$ cat src/rtl/gcd_pkg.sv
package gcd_pkg;

    // Kind of update applied to the working registers in one cycle
    typedef enum logic [1:0] {
        STEP_HOLD = 2'd0,   // x == y, nothing to do
        STEP_XSUB = 2'd1,   // x <= x - y
        STEP_QUAD = 2'd2,   // x <= x - 4y (four x-steps in one)
        STEP_YSUB = 2'd3    // y <= y - x
    } step_e;

    typedef enum logic {
        ST_IDLE = 1'b0,
        ST_RUN  = 1'b1
    } fsm_e;

    // A fast step is legal only when the wide difference is strictly positive
    function automatic logic quad_legal(input logic sign_bit, input logic is_zero);
        return !sign_bit && !is_zero;
    endfunction

endpackage

$ cat src/rtl/gcd_select.sv
module gcd_select
    import gcd_pkg::*;
#(
    parameter int WIDTH = 16
) (
    input  logic [WIDTH-1:0] x_i,
    input  logic [WIDTH-1:0] y_i,
    output step_e            kind_o,
    output logic [WIDTH-1:0] x_nx_o,
    output logic [WIDTH-1:0] y_nx_o
);
    // Three extra bits: two for the shift by two, one for the sign
    localparam int EW = WIDTH + 3;

    logic [EW-1:0] x_wide;
    logic [EW-1:0] quad_y;
    logic [EW-1:0] diff;
    logic          quad_ok;

    assign x_wide  = {3'b000, x_i};
    assign quad_y  = {1'b0, y_i, 2'b00};
    assign diff    = x_wide - quad_y;
    assign quad_ok = quad_legal(diff[EW-1], diff == '0);

    always_comb begin
        x_nx_o = x_i;
        y_nx_o = y_i;
        if (x_i == y_i) begin
            kind_o = STEP_HOLD;
        end else if (quad_ok) begin
            kind_o = STEP_QUAD;
            x_nx_o = diff[WIDTH-1:0];
        end else if (x_i > y_i) begin
            kind_o = STEP_XSUB;
            x_nx_o = x_i - y_i;
        end else begin
            kind_o = STEP_YSUB;
            y_nx_o = y_i - x_i;
        end
    end


    always_comb begin
        if (kind_o == STEP_QUAD) begin
            quad_implies_xgt_chk: assert (x_i > y_i && x_nx_o < x_i);
        end
    end

endmodule

$ cat src/rtl/gcd_datapath.sv
module gcd_datapath
    import gcd_pkg::*;
#(
    parameter int WIDTH = 16
) (
    input  logic             clk,
    input  logic             rst,
    input  logic             load_i,
    input  logic             run_i,
    input  logic [WIDTH-1:0] a_i,
    input  logic [WIDTH-1:0] b_i,
    output logic             equal_o,
    output logic [WIDTH-1:0] x_o
);
    logic [WIDTH-1:0] x_q, y_q;
    logic [WIDTH-1:0] x_nx, y_nx;
    step_e            kind;

    gcd_select #(.WIDTH(WIDTH)) u_sel (
        .x_i    (x_q),
        .y_i    (y_q),
        .kind_o (kind),
        .x_nx_o (x_nx),
        .y_nx_o (y_nx)
    );

    always_ff @(posedge clk) begin
        if (rst) begin
            x_q <= '0;
            y_q <= '0;
        end else if (load_i) begin
            x_q <= a_i;
            y_q <= b_i;
        end else if (run_i) begin
            x_q <= x_nx;
            y_q <= y_nx;
        end
    end

    assign equal_o = (x_q == y_q);
    assign x_o     = x_q;


    quad_shrinks_chk: assert property (@(posedge clk) disable iff (rst)
        (run_i && !load_i && kind == STEP_QUAD) |=> (x_q < $past(x_q)) && $stable(y_q));


    xsub_keeps_y_chk: assert property (@(posedge clk) disable iff (rst)
        (run_i && !load_i && kind == STEP_XSUB) |=> $stable(y_q) && (x_q < $past(x_q)));


    ysub_keeps_x_chk: assert property (@(posedge clk) disable iff (rst)
        (run_i && !load_i && kind == STEP_YSUB) |=> $stable(x_q) && (y_q < $past(y_q)));

endmodule

$ cat src/rtl/gcd_ctrl.sv
module gcd_ctrl
    import gcd_pkg::*;
#(
    parameter int WIDTH = 16,
    parameter int CNT_W = 32
) (
    input  logic             clk,
    input  logic             rst,
    input  logic             start_i,
    input  logic             zero_i,
    input  logic             equal_i,
    input  logic [WIDTH-1:0] x_i,
    output logic             load_o,
    output logic             run_o,
    output logic             busy_o,
    output logic             done_o,
    output logic             err_o,
    output logic [WIDTH-1:0] res_o,
    output logic [CNT_W-1:0] cnt_o
);
    fsm_e state_q;

    assign busy_o = (state_q == ST_RUN);
    assign run_o  = busy_o;
    assign load_o = (state_q == ST_IDLE) && start_i && !zero_i;

    always_ff @(posedge clk) begin
        if (rst) begin
            state_q <= ST_IDLE;
            done_o  <= 1'b0;
            err_o   <= 1'b0;
            res_o   <= '0;
            cnt_o   <= '0;
        end else begin
            done_o <= 1'b0;
            unique case (state_q)
                ST_IDLE: begin
                    if (start_i && zero_i) begin
                        done_o <= 1'b1;
                        err_o  <= 1'b1;
                        res_o  <= '0;
                        cnt_o  <= '0;
                    end else if (start_i) begin
                        state_q <= ST_RUN;
                        err_o   <= 1'b0;
                        cnt_o   <= '0;
                    end
                end
                ST_RUN: begin
                    if (equal_i) begin
                        state_q <= ST_IDLE;
                        done_o  <= 1'b1;
                        res_o   <= x_i;
                    end else begin
                        cnt_o <= cnt_o + 1'b1;
                    end
                end
                default: state_q <= ST_IDLE;
            endcase
        end
    end


    done_pulse_chk: assert property (@(posedge clk) disable iff (rst)
        done_o |=> !done_o);


    done_idle_chk: assert property (@(posedge clk) disable iff (rst)
        done_o |-> !busy_o);


    busy_rise_chk: assert property (@(posedge clk) disable iff (rst)
        $rose(busy_o) |-> $past(start_i));


    zero_result_chk: assert property (@(posedge clk) disable iff (rst)
        (done_o && err_o) |-> (res_o == '0 && cnt_o == '0));


    run_hold_chk: assert property (@(posedge clk) disable iff (rst)
        (busy_o && !equal_i) |=> busy_o && $stable(res_o));

endmodule

$ cat src/rtl/gcd_fastpath.sv
module gcd_fastpath #(
    parameter int WIDTH = 16,
    parameter int CNT_W = 32
) (
    input  logic             clk,
    input  logic             rst,
    input  logic             start_i,
    input  logic [WIDTH-1:0] opa_i,
    input  logic [WIDTH-1:0] opb_i,
    output logic             busy_o,
    output logic             done_o,
    output logic             err_o,
    output logic [WIDTH-1:0] gcd_o,
    output logic [CNT_W-1:0] cycles_o
);
    logic             load, run, equal, zero_op;
    logic [WIDTH-1:0] x_cur;

    assign zero_op = (opa_i == '0) || (opb_i == '0);

    gcd_datapath #(.WIDTH(WIDTH)) u_dp (
        .clk     (clk),
        .rst     (rst),
        .load_i  (load),
        .run_i   (run),
        .a_i     (opa_i),
        .b_i     (opb_i),
        .equal_o (equal),
        .x_o     (x_cur)
    );

    gcd_ctrl #(.WIDTH(WIDTH), .CNT_W(CNT_W)) u_ctrl (
        .clk     (clk),
        .rst     (rst),
        .start_i (start_i),
        .zero_i  (zero_op),
        .equal_i (equal),
        .x_i     (x_cur),
        .load_o  (load),
        .run_o   (run),
        .busy_o  (busy_o),
        .done_o  (done_o),
        .err_o   (err_o),
        .res_o   (gcd_o),
        .cnt_o   (cycles_o)
    );


    err_clear_chk: assert property (@(posedge clk) disable iff (rst)
        $rose(busy_o) |-> !err_o);

endmodule

$ cat config.mk
export PLATFORM = sky130hd
export DESIGN_NAME = gcd_fastpath
export DESIGN_NICKNAME = d
export VERILOG_FILES = /design/src/rtl/gcd_pkg.sv /design/src/rtl/gcd_select.sv /design/src/rtl/gcd_datapath.sv /design/src/rtl/gcd_ctrl.sv /design/src/rtl/gcd_fastpath.sv
export SDC_FILE = /design/constraint.sdc
export NUM_CORES = 1
export LEC_CHECK = 0
export ABC_AREA = 1
export BUFFER_PORTS_ARGS = -buffer_cell sky130_fd_sc_hd__buf_4
export CAP_MARGIN = 40
export CORE_ASPECT_RATIO = 0.5
export CORE_UTILIZATION = 50
export CTS_CLUSTER_SIZE = 30
export DETAILED_ROUTE_END_ITERATION = 10
export PLACE_DENSITY = 0.74
export SLEW_MARGIN = 0
export SYNTH_ARGS = -nofsm -noshare
export SYNTH_HDL_FRONTEND = slang
export SYNTH_SLANG_ARGS = --single-unit
export TNS_END_PERCENT = 20
$ cat constraint.sdc
create_clock -name clk -period 4.1 [get_ports clk]
set_input_delay 0.41 -clock clk [delete_from_list [all_inputs] [get_ports clk]]
set_output_delay 0.41 -clock clk [all_outputs]
set_load 0.05 [all_outputs]
==> flow_summary.toml, run 1 <==
[detailed_routing]
dr.pass1.iters = 6
wire_per_inst_um = 17.1
vias = 7467
ant_nets = 0
drtIter0Drc = 780
routed_wirelength_um = 22300
via_per_inst = 5.71
drc = 0

[yosys]
synthAdderAreaFrac_pct = 9.31
synth.area.mux_share_pct = 0
synth_nets = 1152
synth_cells = 1068
yosysUniqueCellTypes = 53
post-synth-top-area-cell = "dfxtp_1"
synth_compound_area_share_pct = 14.7
synth_edf_count = 0
synth_top_family_by_area = "simple AND/OR/NAND/NOR gates"
synth_area_leaders = "dfxtp_1 (24%), nand2_1 (15%), ha_1 (8.4%)"
synth_warnings = 0
netlist_area_sq_um = 6830
ys_ff_latch = 83
synth-xor-area-share_pct = 3.85
yosysTopAreaCellShare_pct = 24.3
synth_seq_area_share_pct = 24.3
synth-simple-area-share_pct = 37.4
synth_flop_cell = "dfxtp_1"
synth_async_sr_flop_share_pct = 0
syn_area_per_cell_sq_um = 6.39

[power]
powerDensity_nw_per_um2 = 963
ir_worst_vdd_v = 0.000392
clockPowerShare_pct = 11.1
seqPwrFrac_pct = 14.8
combPwrFrac_pct = 74.0
internal-power_mw = 3.26
p_leak_nw = 3.67
power_switching_mw = 4.27
switching_share_pct = 56.7

[die]
die_x_um = 167
core_sq_um = 13000
num_rows = 29
io_pins = 86
initial_core_util_pct = 52.5
dieArea_sq_um = 14200
die_h_um = 84.6

[clocking]
cts-htree-levels = 3
cts_made_buffers = 9
cts_tree = "done"
cts_resized = 0
ctsHoldBuffers = 0
clk_latency_ns = 0.35
post_cts_buffers = 0
clockBufferDepth = 2
clk_pin_slew_ns = 0.07
cts.sinks = 83
cts-root-buf = "clkbuf_16"

[sta]
clock.fmax_mhz = 301
fin_crit_ns = 3.33
finalMaxSlewViolations = 0
skew_ns = 0.0133
tightest_slew_ns = 0.692
rsz0062_at_grt = "no"
slew_headroom_pct = 53.6
final_hold_viol_count = 0
fin_setup_tns_ns = 0
setup_viol = 0
period_share_pct = 81.1

[grt]
antenna_found_initial = 0
grt_max_degree = 33
grt_pass1_wl_um = 35100
grt_overflow = 0
grt_pass1_vias = 6736
grt_util_all_layers_pct = 31.9

[setup_path]
worst_ep_arrival_time_ns = 3.60
r2r-start = "u_dp.x_o[2]$_SDFFE_PP0P_"
start_kind = "flop"
r2r_end = "u_dp.y_q[14]$_SDFFE_PP0P_"
reg2regPathDepth = 18
cp.required_ns = 4.37
end_kind = "flop"
crit_path_max_fanout = 27
path_class = "reg -> reg"
rrSetupSlack_ns = 0.77

[finish]
mostFrequentLayoutCells = "nand2_1 (279), inv_1 (130), nor2_1 (102), buf_4 (91)"
syn2layout_area_growth_pct = 14.6
antennaDiodeCount = 0
fin_nets = 1216
final_util_pct = 60.2
mostFrequentLayoutCell = "nand2_1"
drive_gt1_share_pct = 13.3

[min_path]
hold_path_end = "u_dp.y_q[12]$_SDFFE_PP0P_"
hold_path_class = "in -> reg"
hold_depth = 3
worst_hold_startpoint = "opb_i[12]"

[place]
hpwl_um = 17600
place.gp.congestion = 0.968
numPortBuffers = 85

[run]
cap_violations = 0

[status]
status = "finished, final reports clean"
## cell families (layout without fill, tap and decap cells)
group | Yosys count | in the layout
AO/OA/AOI/OAI | 169 | 169
buffers and inverters | 173 | 242
adder cells (fa/ha/maj) | 49 | 49
flip-flops | 83 | 83
AND/OR/NAND/NOR | 564 | 564
XOR/XNOR | 30 | 30
## critical path, stage by stage, from the launching register on
cell	delay, ns
dfxtp_1	0.40
inv_1	0.16
ha_1	0.26
fa_1	0.42
inv_1	0.14
nand2_1	0.08
nand2_1	0.07
nand3_1	0.12
nand3_1	0.14
nand3_1	0.08
nor2_1	0.13
nand3_1	0.09
nor2_2	0.10
nand2_2	0.14
nand2_8	0.24
nand3_4	0.26
nand2_4	0.21
nand2_1	0.08
a21oi_1	0.12
## area by class of cell
type | count | area [sq um]
clock buffers | 11 | 243
well taps | 170 | 213
fillers | 1311 | 5170
inverters | 135 | 509
repair buffers | 91 | 683
clock inverters | 5 | 60.1
flip-flops and latches | 83 | 1660
multi-input cells | 812 | 4450
## worst max path at each step
| stage | startpoint | end | cells after the start |
|---|---|---|---|
| 2_1_floorplan | u_dp.x_o[2]$_SDFFE_PP0P_ | u_dp.x_o[11]$_SDFFE_PP0P_ | 20 |
| 3_3_place_gp | u_dp.x_o[2]$_SDFFE_PP0P_ | u_dp.y_q[1]$_SDFFE_PP0P_ | 19 |
| 3_5_place_dp | u_dp.x_o[2]$_SDFFE_PP0P_ | u_dp.y_q[0]$_SDFFE_PP0P_ | 18 |
| 4_1_cts | u_dp.x_o[2]$_SDFFE_PP0P_ | u_dp.y_q[14]$_SDFFE_PP0P_ | 18 |
| 5_1_grt | u_dp.x_o[2]$_SDFFE_PP0P_ | u_dp.y_q[14]$_SDFFE_PP0P_ | 18 |
| 6_report | u_dp.x_o[2]$_SDFFE_PP0P_ | u_dp.y_q[14]$_SDFFE_PP0P_ | 18 |
## power groups by stage
stage          logic (mW)  clock network [mW]  registers, mW
3_5_place_dp         5.37                   0           1.12
6_report             5.58               0.839           1.12
5_1_grt              6.18               0.886           1.12
2_1_floorplan        4.27                   0           1.06
3_3_place_gp         5.40                   0           1.11
4_1_cts              5.43               0.846           1.10
## layer usage
metal	vias to the layer above	wire length [um]	global-route usage (%)
met5	-	0	0
met1	3442	10500	45.0
met4	0	203	5.92
met3	24	2350	7.78
li1	3649	-	-
met2	352	9280	49.4
## synthesized netlist by cell type (all sizes together) (19+ instances only)
master	instances
nand2	295
inv	134
nor2	107
nand3	88
dfxtp	83
a21oi	74
ha	46
o21ai	44
nand4	30
buf	23
xor2	20
nor3	19
## metrics by stage
step	std cells	instance area (sq um)	power [mW]	hold slack (ns)	worst slack (ns)
after floorplan	1068	6830	5.33	0.474	1.56
after global placement	1291	7520	6.51	0.472	0.903
after detailed placement	1291	7520	6.49	0.477	0.899
after CTS	1307	7820	7.38	0.357	0.872
after global routing	1307	7820	8.19	0.379	0.487
final	1307	7820	7.53	0.353	0.773
## sequential cells by signal (all words and copies together) (netlist names)
name	flops
u_ctrl.res_o	16
u_dp.x_o	16
u_dp.y_q	16
u_ctrl.cnt_o	32
u_ctrl.err_o	1
u_ctrl.busy_o	1
u_ctrl.done_o	1
Note: power is estimated with default switching activity, not from simulation.
==> inputs of run 2 (changes only) <==
--- a/config.mk
+++ b/config.mk
@@ -12,7 +12,7 @@
 export CORE_UTILIZATION = 50
 export CTS_CLUSTER_SIZE = 30
 export DETAILED_ROUTE_END_ITERATION = 10
-export PLACE_DENSITY = 0.74
+export PLACE_DENSITY = 0.77
 export SLEW_MARGIN = 0
 export SYNTH_ARGS = -nofsm -noshare
 export SYNTH_HDL_FRONTEND = slang
==> constraint.sdc (replaced) <==
create_clock -name clk -period 2.8 [get_ports clk]
set_input_delay 0.28 -clock clk [delete_from_list [all_inputs] [get_ports clk]]
set_output_delay 0.28 -clock clk [all_outputs]
set_load 0.05 [all_outputs]
==> flow_summary.toml, run 2 (synthesized netlist as in run 1, its figures left out) <==
[sta]
whs_ns = 0.217
rsz0062_at_grt = "yes"
tightest_slew_ns = 0.484
period_share_pct = 96.2
fin_setup_tns_ns = 0
finalMaxSlewViolations = 0
final_hold_viol_count = 0
setup_ws_ns = 0.106
fin_crit_ns = 2.69
skew_ns = 0.0101
clock.fmax_mhz = 371
setup_viol = 0
slew_headroom_pct = 67.4

[setup_path]
path_cells = "ha_2 > fa_2 > inv_2 > nand3_2 > nand2_2 > nand3_2 > nand4_1 > nand2_1 > nor2_1 > nand2_1 > nor2_1 > nand2_2 > nand2_8 > buf_8 > inv_8 > nor2_1 > nor2_1 > o211ai_2 > nand2_1"
crit_top_cell = "nor2_1"
worst_ep_arrival_time_ns = 2.93
cp_slowest_cell = "fa_2"
reg2regPathDepth = 19
slowest_delay_ns = 0.42
crit_path_max_fanout = 11
start_kind = "flop"
end_kind = "flop"
cp.required_ns = 3.03
path_class = "reg -> reg"

[clocking]
clk_latency_ns = 0.35
cts_tree = "done"
clockBufferDepth = 2
cts.sinks = 83
ctsHoldBuffers = 0
cts-htree-levels = 3
clk_pin_slew_ns = 0.07
cts-root-buf = "clkbuf_16"
cts_made_buffers = 9

[finish]
largest_reg_flops = 32
largest_register = "u_ctrl.cnt_o"
fin_nets = 1277
antennaDiodeCount = 0
fillers = 1199
mostFrequentLayoutCell = "nand2_1"
syn2layout_area_growth_pct = 25.8
finalNonFillerCells = 1368
drive_gt1_share_pct = 21.0
mostFrequentLayoutCells = "nand2_1 (277), buf_4 (149), inv_1 (124), nor2_1 (97), dfxtp_1 (81)"

[die]
core_sq_um = 13000
initial_core_util_pct = 52.5
dieArea_sq_um = 14200
die_x_um = 167
die_h_um = 84.6
num_rows = 29
io_pins = 86

[detailed_routing]
via_per_inst = 5.68
drc = 0
drtIter0Drc = 880
dr.pass1.iters = 5
wire_per_inst_um = 17.2
vias = 7773
routed_wirelength_um = 23500
ant_nets = 0

[place]
place.gp.congestion = 0.979
hpwl_um = 18700
post-place-ws_ns = -0.00103
numPortBuffers = 85
dpl.cell_count = 1345

[power]
p_leak_nw = 4.03
clockPowerShare_pct = 11.4
powerDensity_nw_per_um2 = 1480
power_switching_mw = 6.80
p_total_mw = 12.7
internal-power_mw = 5.93
ir_worst_vdd_v = 0.000558
combPwrFrac_pct = 76.0
seqPwrFrac_pct = 12.6
switching_share_pct = 53.4

[grt]
grt_max_degree = 33
grt_pass1_vias = 7265
grt_util_all_layers_pct = 34.1
grt_overflow = 0
antenna_found_initial = 0
grt_pass1_wl_um = 37700

[status]
status = "finished, final reports clean"

[run]
cap_violations = 0

[min_path]
hold_path_class = "in -> reg"
hold_depth = 3
## run 2: cell types whose count changed in the layout (fill, tap and decap cells not counted), sizes merged
cell,delta
bufinv,+2
clkinvlp,-1
nand2,+1
clkinv,-1
clkbuf,-1
buf,+60
inv,+1
## run 2: through the flow
stage	util, %	instance area (sq um)
final	66.1	8590
after global routing	66.1	8590
after CTS	64.3	8350
after detailed placement	61.1	7940
after global placement	61.1	7940
after floorplan	-	6830
## run 2: final timing paths
| path | end | startpoint | slack (ns) |
|---|---|---|---|
| max | u_dp.x_o[12]$_SDFFE_PP0P_ | u_dp.y_q[0]$_SDFFE_PP0P_ | 0.11 |
| min | u_dp.y_q[12]$_SDFFE_PP0P_ | opb_i[12] | 0.22 |
| min reg2reg | u_ctrl.cnt_o[8]$_SDFFE_PP0P_ | u_ctrl.cnt_o[8]$_SDFFE_PP0P_ | 0.49 |
| max reg2reg | u_dp.x_o[12]$_SDFFE_PP0P_ | u_dp.y_q[0]$_SDFFE_PP0P_ | 0.11 |
## run 2: cell type report
| class | instances | area, sq um | share of cell area (%) |
|---|---|---|---|
| multi-input combinational | 813 | 4690 | 54.6 |
| sequential | 83 | 1660 | 19.4 |
| timing repair buffer | 151 | 1150 | 13.4 |
| inverter | 135 | 514 | 5.99 |
| clock buffer | 10 | 239 | 2.78 |
| tap | 170 | 213 | 2.48 |
| clock inverter | 6 | 119 | 1.38 |
## run 2: repair_timing
item	in CTS	in global routing
cloned	1	0
setup buffers	4	2
pin swaps	2	12
endpoints found under the setup margin	1	40
resized for setup	4	50
## run 2: layer usage
metal	wire [um]	up-vias	global-route usage, %
li1	-	3763	-
met4	302	0	6.42
met1	10600	3619	46.9
met5	0	-	0
met2	10000	360	53.9
met3	2550	31	9.01
## run 2: worst max-delay path, delay by kind of cell (launching register included)
family          cells  cell delay, ns
buf+inv             3            0.31
fa+ha+maj           2            0.63
simple gates       13            1.19
flops               1            0.35
compound gates      1            0.08
## run 2: power by group through the flow
stage          clock network [mW]  logic (mW)  registers, mW
6_report                     1.45        9.68           1.60
5_1_grt                      1.50        10.6           1.62
4_1_cts                      1.46        8.88           1.56
3_5_place_dp                    0        8.63           1.58
3_3_place_gp                    0        8.59           1.57
2_1_floorplan                   0        6.25           1.56
==> inputs of run 3 (changes only) <==
--- a/config.mk
+++ b/config.mk
@@ -12,7 +12,7 @@
 export CORE_UTILIZATION = 50
 export CTS_CLUSTER_SIZE = 30
 export DETAILED_ROUTE_END_ITERATION = 10
-export PLACE_DENSITY = 0.77
+export PLACE_DENSITY = 0.74
 export SLEW_MARGIN = 0
 export SYNTH_ARGS = -nofsm -noshare
 export SYNTH_HDL_FRONTEND = slang
==> constraint.sdc (replaced) <==
create_clock -name clk -period 3.5 [get_ports clk]
set_input_delay 0.35 -clock clk [delete_from_list [all_inputs] [get_ports clk]]
set_output_delay 0.35 -clock clk [all_outputs]
set_load 0.05 [all_outputs]
==> flow_summary.toml, run 3 (synthesized netlist as in run 1, its figures left out) <==
[status]
status = "finished, final reports clean"

[place]
post-place-ws_ns = 0.224
numPortBuffers = 85
place.gp.congestion = 0.975
hpwl_um = 18000
dpl.cell_count = 1296

[sta]
period_share_pct = 91.8
slew_headroom_pct = 48.3
final_hold_viol_count = 0
setup_viol = 0
skew_ns = 0.00984
setup_ws_ns = 0.287
fin_crit_ns = 3.21
whs_ns = 0.294
fin_setup_tns_ns = 0
clock.fmax_mhz = 311
rsz0062_at_grt = "no"
tightest_slew_ns = 0.773
finalMaxSlewViolations = 0

[finish]
largest_reg_flops = 32
largest_register = "u_ctrl.cnt_o"
fin_nets = 1224
fillers = 1254
mostFrequentLayoutCell = "nand2_1"
final_util_pct = 61.0
mostFrequentLayoutCells = "nand2_1 (279), inv_1 (129), nor2_1 (102), buf_4 (98)"
syn2layout_area_growth_pct = 16.2
antennaDiodeCount = 0
drive_gt1_share_pct = 14.1
finalNonFillerCells = 1315

[min_path]
hold_depth = 3
worst_hold_startpoint = "opb_i[13]"
hold_path_class = "in -> reg"

[clocking]
cts.sinks = 83
ctsHoldBuffers = 0
cts_made_buffers = 9
cts-htree-levels = 3
cts_tree = "done"
clk_latency_ns = 0.35
clockBufferDepth = 2
cts-root-buf = "clkbuf_16"
clk_pin_slew_ns = 0.07

[setup_path]
worst-path-buf-inv = 2
start_kind = "flop"
cp.required_ns = 3.74
startpoint = "u_dp.x_o[2]$_SDFFE_PP0P_"
reg2regPathDepth = 19
crit_family = "simple AND/OR/NAND/NOR gates"
worst_ep_arrival_time_ns = 3.45
cp_slowest_cell = "fa_1"
end_kind = "flop"
cp.depth = 19
path_cells = "inv_1 > ha_1 > fa_1 > inv_2 > nand3_1 > nand2_1 > nand3_1 > nand4_1 > nand2_1 > nor2_1 > nand2_1 > nor2_1 > nand2_2 > nand2_8 > nand2_4 > nand2_2 > nand2_4 > o21ai_0 > nor2_1"
path_class = "reg -> reg"
crit_path_max_fanout = 27
slowest_delay_ns = 0.44
r2r-start = "u_dp.x_o[2]$_SDFFE_PP0P_"

[detailed_routing]
ant_nets = 0
drtIter0Drc = 709
drc = 0
wire_per_inst_um = 17.2
via_per_inst = 5.68
vias = 7469
dr.pass1.iters = 8
routed_wirelength_um = 22700

[die]
dieArea_sq_um = 14200
initial_core_util_pct = 52.5
num_rows = 29
io_pins = 86
die_x_um = 167
die_h_um = 84.6
core_sq_um = 13000

[grt]
grt_util_all_layers_pct = 32.9
grt_max_degree = 33
antenna_found_initial = 0
grt_overflow = 0
grt_pass1_wl_um = 36600
grt_pass1_vias = 7036

[run]
cap_violations = 0

[power]
ir_worst_vdd_v = 0.000487
p_leak_nw = 3.73
powerDensity_nw_per_um2 = 1130
## run 3: cell types whose count changed in the layout (fill, tap and decap cells not counted), sizes merged
cell	before	now
buf	151	99
bufinv	3	2
clkinvlp	0	1
nand2	296	295
## run 3: worst paths after layout
| kind | endpoint | slack (ns) |
|---|---|---|
| worst max register to register | u_dp.x_o[5]$_SDFFE_PP0P_ | 0.29 |
| worst max-delay path | u_dp.x_o[5]$_SDFFE_PP0P_ | 0.29 |
| worst min register to register | u_ctrl.res_o[0]$_SDFFE_PP0P_ | 0.49 |
| worst min-delay path | u_dp.y_q[13]$_SDFFE_PP0P_ | 0.29 |
## run 3: cell type report
| type | count | area [sq um] | share of cell area, % |
|---|---|---|---|
| inverter | 135 | 509 | 6.42 |
| multi-input combinational | 812 | 4460 | 56.2 |
| sequential | 83 | 1660 | 21.0 |
| tap | 170 | 213 | 2.68 |
| clock inverter | 6 | 93.8 | 1.18 |
| timing repair buffer | 99 | 756 | 9.53 |
| clock buffer | 10 | 239 | 3.01 |
## run 3: power by group
| part | internal, mW | total, mW | switching [mW] |
|---|---|---|---|
| Sequential | 1.10 | 1.30 | 0.207 |
| Clock | 0.651 | 1.08 | 0.426 |
| Combinational | 2.21 | 6.62 | 4.41 |
| Total | 3.96 | 9.00 | 5.04 |
## run 3: tightest hold or removal path, delay by kind of cell
kind	cells	cell delay (ns)
and+or+nand+nor	1	0.05
AOI/OAI and AO/OA	1	0.07
buffers and inverters	1	0.11
## run 3: routing by layer
layer  vias up  global-route usage (%)  part of all wire [%]
met3        32                    6.65                   9.2
li1       3660                       -                     -
met2       321                    51.3                    42
met5         -                       0                     0
met4         0                    6.92                   1.4
met1      3456                    46.8                    47
## run 3: repair_timing
item,in CTS,in global routing
resized for setup,0,2
buffers inserted,0,3
endpoints found under the setup margin,0,14
## run 3: metrics by stage
stage / total power [mW] / instance area (sq um)
after floorplan: 6.24 / 6830
after global placement: 7.64 / 7560
after detailed placement: 7.64 / 7560
after CTS: 8.77 / 7890
after global routing: 9.82 / 7930
final: 9.00 / 7930
